===== src/rtl/irqc_pkg.sv =====
// Shared constants for the interrupt controller.
// Assumes: source count is a power of two, or at least index width is derived from it.
package irqc_pkg;
    localparam int NSRC   = 8;
    localparam int ADDR_W = 32;
endpackage


===== src/rtl/irqc_pick.sv =====
// Finds the lowest-index set bit of a vector (highest rank).
// Assumes: lower index means higher priority; output index is 0 when none set.
module irqc_pick #(
    parameter int N  = 8,
    localparam int IW = $clog2(N)
) (
    input  logic [N-1:0]  bits,
    output logic          any,
    output logic [IW-1:0] idx,
    output logic [N-1:0]  onehot
);
    // Scan from the top so the lowest set index is the last written.
    always_comb begin
        any = 1'b0;
        idx = '0;
        for (int i = N - 1; i >= 0; i--) begin
            if (bits[i]) begin
                any = 1'b1;
                idx = IW'(i);
            end
        end
    end

    // Isolate the lowest set bit.
    assign onehot = bits & (~bits + N'(1));
endmodule


===== src/rtl/irqc_pend.sv =====
// Edge detector and pending register, one bit per source.
// Assumes: devices hold requests until acknowledged; only rising edges register.
module irqc_pend #(
    parameter int N = 8
) (
    input  logic         clk,
    input  logic         rst_n,
    input  logic [N-1:0] req,
    input  logic [N-1:0] clr,
    output logic [N-1:0] pend
);
    logic [N-1:0] req_q;

    // Track request history and accumulate new edges, dropping granted bits.
    always_ff @(posedge clk) begin
        if (!rst_n) begin
            req_q <= '0;
            pend  <= '0;
        end else begin
            req_q <= req;
            pend  <= (pend & ~clr) | (req & ~req_q);
        end
    end
endmodule


===== src/rtl/irqc_vtable.sv =====
// Handler address table with one write port and one combinational read port.
// Assumes: a same-cycle write and read of one entry returns the old value.
module irqc_vtable #(
    parameter int N  = 8,
    parameter int AW = 32,
    localparam int IW = $clog2(N)
) (
    input  logic          clk,
    input  logic          rst_n,
    input  logic          we,
    input  logic [IW-1:0] widx,
    input  logic [AW-1:0] wdata,
    input  logic [IW-1:0] ridx,
    output logic [AW-1:0] rdata
);
    logic [AW-1:0] entry [N];

    // Clear every entry on reset, else store one address on a write.
    always_ff @(posedge clk) begin
        if (!rst_n) begin
            for (int i = 0; i < N; i++) entry[i] <= '0;
        end else if (we) begin
            entry[widx] <= wdata;
        end
    end

    // Read port used by the grant logic.
    assign rdata = entry[ridx];
endmodule


===== src/rtl/irqc_top.sv =====
// Prioritised, nesting, vectored interrupt controller.
// Assumes: the processor strobes insn_bound once per instruction boundary and
// pulses eoi once per finished handler; lower source index outranks higher.
module irqc_top #(
    parameter int N_SRC  = irqc_pkg::NSRC,
    parameter int ADDR_W = irqc_pkg::ADDR_W,
    localparam int IW    = $clog2(N_SRC)
) (
    input  logic              clk,
    input  logic              rst_n,
    input  logic [N_SRC-1:0]  irq_req,
    input  logic              glb_en,
    input  logic              insn_bound,
    input  logic [ADDR_W-1:0] cur_pc,
    input  logic              eoi,
    input  logic              tbl_we,
    input  logic [IW-1:0]     tbl_idx,
    input  logic [ADDR_W-1:0] tbl_wdata,
    output logic [N_SRC-1:0]  irq_ack,
    output logic              take,
    output logic [ADDR_W-1:0] vec_addr,
    output logic [ADDR_W-1:0] ret_pc,
    output logic [N_SRC-1:0]  in_svc
);
    logic [N_SRC-1:0]  pend, p_oh, s_oh, a_oh, svc_after, grant_oh;
    logic              p_any, s_any, a_any, grant;
    logic [IW-1:0]     p_idx, s_idx, a_idx;
    logic [ADDR_W-1:0] tbl_rd;

    irqc_pend #(.N(N_SRC)) u_pend (
        .clk(clk), .rst_n(rst_n), .req(irq_req), .clr(grant_oh), .pend(pend)
    );

    irqc_pick #(.N(N_SRC)) u_pick_pend (
        .bits(pend), .any(p_any), .idx(p_idx), .onehot(p_oh)
    );

    irqc_pick #(.N(N_SRC)) u_pick_svc (
        .bits(in_svc), .any(s_any), .idx(s_idx), .onehot(s_oh)
    );

    irqc_pick #(.N(N_SRC)) u_pick_after (
        .bits(svc_after), .any(a_any), .idx(a_idx), .onehot(a_oh)
    );

    irqc_vtable #(.N(N_SRC), .AW(ADDR_W)) u_tbl (
        .clk(clk), .rst_n(rst_n), .we(tbl_we), .widx(tbl_idx),
        .wdata(tbl_wdata), .ridx(p_idx), .rdata(tbl_rd)
    );

    // In-service set once this cycle's end-of-handler is applied.
    assign svc_after = (eoi && s_any) ? (in_svc & ~s_oh) : in_svc;

    // Grant when strobed, enabled, and the best pending outranks all running handlers.
    assign grant    = insn_bound && glb_en && p_any && (!a_any || (p_idx < a_idx));
    assign grant_oh = grant ? p_oh : '0;

    // Register the grant results and nesting state.
    always_ff @(posedge clk) begin
        if (!rst_n) begin
            irq_ack  <= '0;
            take     <= 1'b0;
            vec_addr <= '0;
            ret_pc   <= '0;
            in_svc   <= '0;
        end else begin
            irq_ack <= grant_oh;
            take    <= grant;
            in_svc  <= svc_after | grant_oh;
            if (grant) begin
                vec_addr <= tbl_rd;
                ret_pc   <= cur_pc;
            end
        end
    end
endmodule


===== config.mk =====
export PLATFORM = sky130hd
export DESIGN_NAME = irqc_top
export DESIGN_NICKNAME = d
export VERILOG_FILES = /design/src/rtl/irqc_pkg.sv /design/src/rtl/irqc_pick.sv /design/src/rtl/irqc_pend.sv /design/src/rtl/irqc_vtable.sv /design/src/rtl/irqc_top.sv
export SDC_FILE = /design/constraint.sdc
export NUM_CORES = 1
export LEC_CHECK = 0
export CAP_MARGIN = 15
export CORE_MARGIN = 2
export CORE_UTILIZATION = 28
export CTS_BUF_LIST = sky130_fd_sc_hd__clkbuf_4 sky130_fd_sc_hd__clkbuf_8
export CTS_CLUSTER_SIZE = 16
export DETAILED_ROUTE_END_ITERATION = 8
export PLACE_DENSITY = 0.55
export SETUP_SLACK_MARGIN = 0.1
export SLEW_MARGIN = 20
export SYNTH_ARGS = -nofsm -noshare
export SYNTH_HDL_FRONTEND = slang
export SYNTH_SLANG_ARGS = --single-unit

===== constraint.sdc =====
create_clock -name clk -period 5.95 [get_ports clk]
set_clock_uncertainty 0.2 [all_clocks]
set_input_delay 1.785 -clock clk [delete_from_list [all_inputs] [get_ports clk]]
set_output_delay 1.785 -clock clk [all_outputs]
set_load 0.05 [all_outputs]

Yosys cells after proc, flatten, opt, wreduce, memory -nomap -nowiden
Memory sizes are Yosys's and may differ from the RTL's. A register that Yosys moved wholly into a read port is not among the register bits.
Cells that the tools add are included.
- RAM bits: 256
- register bits: 65
- memories: 1
- $add $sub $neg: 2
- reduce and logical (&&, ||, !) cells: 8
- magnitude comparators: 1
- bitwise operators: 12
- multiplexer cells: 49
- memory list (memory ; words ; bits a word ; read ports ; clocked after Yosys merged registers in ; wr ports ; line ; source):
    u_tbl.entry ; 8 ; 32 ; 1 ; 1 ; 8 ; irqc_vtable.sv:16 ; logic [AW-1:0] entry [N];
- operators with widths (cell ; number):
    2-to-1 mux 3 bit ; 17
    AND 8 bit ; 5
    inverter 8 bit ; 5
    2-to-1 mux 32 bit ; 1
    OR reduction 32 bit ; 1
    2-to-1 mux 1 bit ; 29
    adder 8 x 1 -> 8 bit (second input constant) ; 2
    2-to-1 mux 8 bit ; 2
    bitwise OR 8 bit ; 2
    logical AND 1 bit ; 4
    less-than comparator 3 bit ; 1
    zero test 1 bit ; 2
    logical OR 1 bit ; 1

Logic depth before layout (Yosys ltp)
- depth in word-level cells: 25
- depth in mapped cells: 14
- depth with buffers taken out: 11

Cells and area by module
Synthesis repeated with hierarchy kept, for this count alone.
- cells, all modules: 1374
- area, all modules: 16920.0 um^2
- by module, submodules not included (module ; instances ; cells an instance ; sequential area each (um^2) ; area each (um^2)):
    irqc_vtable ; 1 ; 729 ; 7687.4 ; 11458.5
    irqc_top ; 1 ; 527 ; 1621.6 ; 4495.6
    irqc_pend ; 1 ; 49 ; 320.3 ; 549.3
    irqc_pick ; 3 ; 23 ; 0.0 ; 138.9

Worst setup path after synthesis
No wires, ideal clock.
- kind: input to register
- start: input port rst_n
- end: memory u_tbl.entry[3][0], enable pin
- arrival: 4585 ps
- stages on the path: 3
- path slack: 699 ps
- cell sequence: clkbuf_1 > nand3_1 > o21ai_0
- RTL lines (what ; line ; source):
    from (decl) ; irqc_top.sv:10 ; input logic rst_n,
    to (decl) ; irqc_vtable.sv:16 ;

Worst setup path in the final report
- start: input port eoi
- end: register in_svc[7]
- longest elaborated chain between the ends: 15
- elaborated cells on any way between the ends: 24
- those cells by class: order compare: 1; mux: 18; bitwise: 1; reduce/logical: 4
- RTL lines (what ; line ; source):
    from (decl) ; irqc_top.sv:15 ; input logic eoi,
    logical AND 1 bit (*) ; irqc_top.sv:52 ; assign svc_after = (eoi && s_any) ? (in_svc & ~s_oh) : in_svc;
    2-to-1 mux 8 bit (*) ; irqc_top.sv:52 ;
    2-to-1 mux 3 bit / 2-to-1 mux 1 bit (equally long branches) (8 in a row) ; irqc_pick.sv:17 ; if (bits[i]) begin
    less-than comparator 3 bit / zero test 1 bit (equally long branches) ; irqc_top.sv:55 ; assign grant = insn_bound && glb_en && p_any && (!a_any || (p_idx < a_idx));
    logical OR 1 bit ; irqc_top.sv:55 ;
    logical AND 1 bit ; irqc_top.sv:55 ;
    2-to-1 mux 8 bit ; irqc_top.sv:56 ; assign grant_oh = grant ? p_oh : '0;
    bitwise OR 8 bit (*) ; irqc_top.sv:69 ; in_svc <= svc_after | grant_oh;
    to (signal assigned) ; irqc_top.sv:69 ;
    to (decl) ; irqc_top.sv:23 ; output logic [N_SRC-1:0] in_svc
Mark *: on every way between the ends. The rest lies on a longest branch, timed or not.
A chain may end at the register's enable or synchronous reset.

==> summary.md <==
| Metric | Value |
|---|---|
| Outcome | completed |
| Die X | 240.1 um |
| Syn_area_per_cell | 11.44 um2 |
| Cells after DPL | 2211 |
| Fin util | 35.42% |
| Vias in the first global route | 11040 |
| Complex-gate fraction of the synthesized area | 8.695% |
| Gr ovfl total | 0 |
| Depth of the CTS H-tree | 2 |
| Initial antenna violation count | 6 |
| WS Path Type | in -> reg |
| CP max FO | 39 |
| Clk pin slew, worst setup/hold paths | 60 ps |
| Clock Latency Late Sink | 650 ps |
| Most common cell in the netlist | and2_1 |
| Syn nets | 1448 |
| Iteration-0 DRC Markers | 812 |
| Fmax | 194.7 MHz |
| CTS-repair resized insts | 0 |
| Final std cells w/o fill | 2324 |
| XOR/XNOR share of the synthesized area | 0% |
| Drt via density | 4.713 |
| Post-route ant nets | 0 |
| Total iterations of the first detailed-routing run | 5 |
| Period utilization | 86.33% |
| Dominant cells by area after synthesis | edfxtp_1 (49%), dfxtp_1 (12%), and2_1 (10%) |
| Yosys top cell by area | edfxtp_1 |
| Die area | 57660 um2 |
| Asr flop ratio synth | 0% |
| Clk root buf | clkbuf_8 |
| Num ports | 162 |
| DIE HEIGHT | 240.1 um |
| Routed via count | 10950 |
| Power Density | 314.6 nW/um2 |
| Post-DP HPWL | 25200 um |
| Maximum VDD drop | 0.1468 mV |
| DRT Wirelength | 44260 um |
| Post-synth EDFFs | 256 |
| Worst Hold Class | reg -> reg |
| Worst path required time | 6300 ps |
| Max_slew headroom | 34.43% |
| Sequential Area | 9629 um2 |
| Synth cell types | 55 |
| Max Cap Viol | 0 |
| Worst Tran Pin Value | 958.8 ps |
| Avg WL per Cell | 19.05 um |
| Final setup viols | 0 |
| CTS tree | built |
| Placer Congestion | 0.8217 |
| GR Util All Layers | 15.36% |
| Fraction of the mapped netlist area in adder cells | 0.2885% |
| Max clock buf depth | 3 |
| Multi-input gate area | 5718 um2 |
| Setup TNS | 0 ps |
| Post-CTS setup repair buffer count | 0 |
| Mapped Cells | 1365 |
| Mapped cell area | 15610 um2 |
| Final Hold Fails | 0 |
| Share of cells above drive strength 1 | 14.49% |
| Simple-gate share of the synthesized area | 20.28% |
| CTS sink cnt | 353 |
| Worst setup EP type | flop |
| Unrepaired setup endpoints after global routing | no |
| PortBufs | 161 |
| Post-CTS Hold Fix Bufs | 0 |
| Synth top cells by count | and2_1 (262), edfxtp_1 (256), nor2_1 (117) |
| Largest net degree at the start of global routing | 68 |
| TritonCTS Buffers | 60 |
| P&R area growth vs syn | 24.99% |
| Largest family of logic cells by synthesized area | simple AND/OR/NAND/NOR gates |
| Synth Flop Type | edfxtp_1 |
| Cell row count | 86 |
| Post-synthesis mux area share | 6.459% |
| Wire length of the first global-routing pass | 67360 um |
| Starting density of the core | 28.34% |
| Leakage power | 6.939 nW |
| WP data arrival | 5490 ps |
| Synthesis warning total | 0 |
| DRC | 0 |
| Fin crit period | 5137 ps |
| Sequential share of the synthesized area | 61.68% |
| Core Region | 55090 um2 |
| Final net count | 1608 |
| Post-synth top area share | 49.24% |
| Slew Viols, Final | 0 |
| Crit start category | input port |
| FF+latch count, synth | 353 |
| Fill cells | 5506 |
cell usage in the layout, fill, tap and decap left out, drive strengths merged, types with 10 or more instances in the layout:
| cell | synthesis | final |
|---|---|---|
| nand2 | 115 | 115 |
| nor2 | 117 | 117 |
| nor3 | 10 | 10 |
| edfxtp | 256 | 256 |
| o22a | 31 | 31 |
| o21ai | 55 | 55 |
| mux2i | 31 | 31 |
| clkbuf | 86 | 94 |
| a21oi | 51 | 51 |
| clkinv | 1 | 14 |
| clkdlybuf4s50 | 0 | 160 |
| dfxtp | 97 | 97 |
| buf | 10 | 34 |
| mux2 | 62 | 62 |
| nand2b | 11 | 11 |
| nand3 | 70 | 70 |
| o2111ai | 31 | 31 |
| and2 | 262 | 262 |
routing by layer:
layer | up-vias | GRT usage, % | wire [um]
met5 | - | 0 | 58
met3 | 80 | 3.697 | 3307
li1 | 5176 | - | -
met1 | 5337 | 20.14 | 19560
met2 | 349 | 24.89 | 20310
met4 | 10 | 5.025 | 1022
worst paths after layout:
check / from / to / slack (ps) / cells past startpoint
max: eoi / in_svc[7]$_SDFF_PN0_ / 810 / 12
min: u_pend.req_q[0]$_SDFF_PN0_ / u_pend.pend[0]$_SDFF_PN0_ / 210 / 1
max reg2reg: in_svc[3]$_SDFF_PN0_ / in_svc[7]$_SDFF_PN0_ / 2080 / 11
min reg2reg: u_pend.req_q[0]$_SDFF_PN0_ / u_pend.pend[0]$_SDFF_PN0_ / 210 / 1
kinds of logic after synthesis:
| logic type | Yosys count |
|---|---|
| mux | 93 |
| compound gates | 198 |
| buf+inv | 105 |
| fa+ha+maj | 4 |
| simple gates | 612 |
| flops | 353 |
critical path, cell delays in order:
cell	delay, ps
clkdlybuf4s50_1	550
nor3b_1	510
nand2_1	190
nor4_1	380
nor4_1	110
o21ai_0	210
ha_1	290
nor2_1	120
a21oi_1	90
o311a_4	540
or4_1	550
a21oi_1	150
sequential cells by signal, summed over array words and instances (netlist names):
register and cells:
ret_pc 32, in_svc 8, u_pend.pend 8, vec_addr 32
take 1, u_tbl.entry 256, irq_ack 8, u_pend.req_q 8
layout make-up:
class | count | share of cell area (%)
clock buffer | 94 | 5.957
timing repair buffer | 194 | 9.708
multi-input combinational | 907 | 29.30
clock inverter | 17 | 0.6925
antenna | 2 | 0.02565
tap | 748 | 4.796
inverter | 9 | 0.1731
sequential | 353 | 49.35
through the flow:
stage               worst slack [ps]  cell area (um2)  total power, mW  hold WS [ps]
detailed placement             199.1            18210            3.873         200.0
finish                         813.1            19510            6.139         205.3
global placement               316.2            18210            3.861         195.5
CTS                            887.5            19510            6.225         209.3
floorplan                      699.0            15610            3.503         188.1
global route                   502.1            19510            6.410         218.5
report_power, final:
part / internal, mW / switching [mW]
sequential: 2.79 / 0.0604
clock: 1.32 / 1.00
combinational: 0.355 / 0.601
total: 4.47 / 1.67
Power figures use the tool's default switching activity.
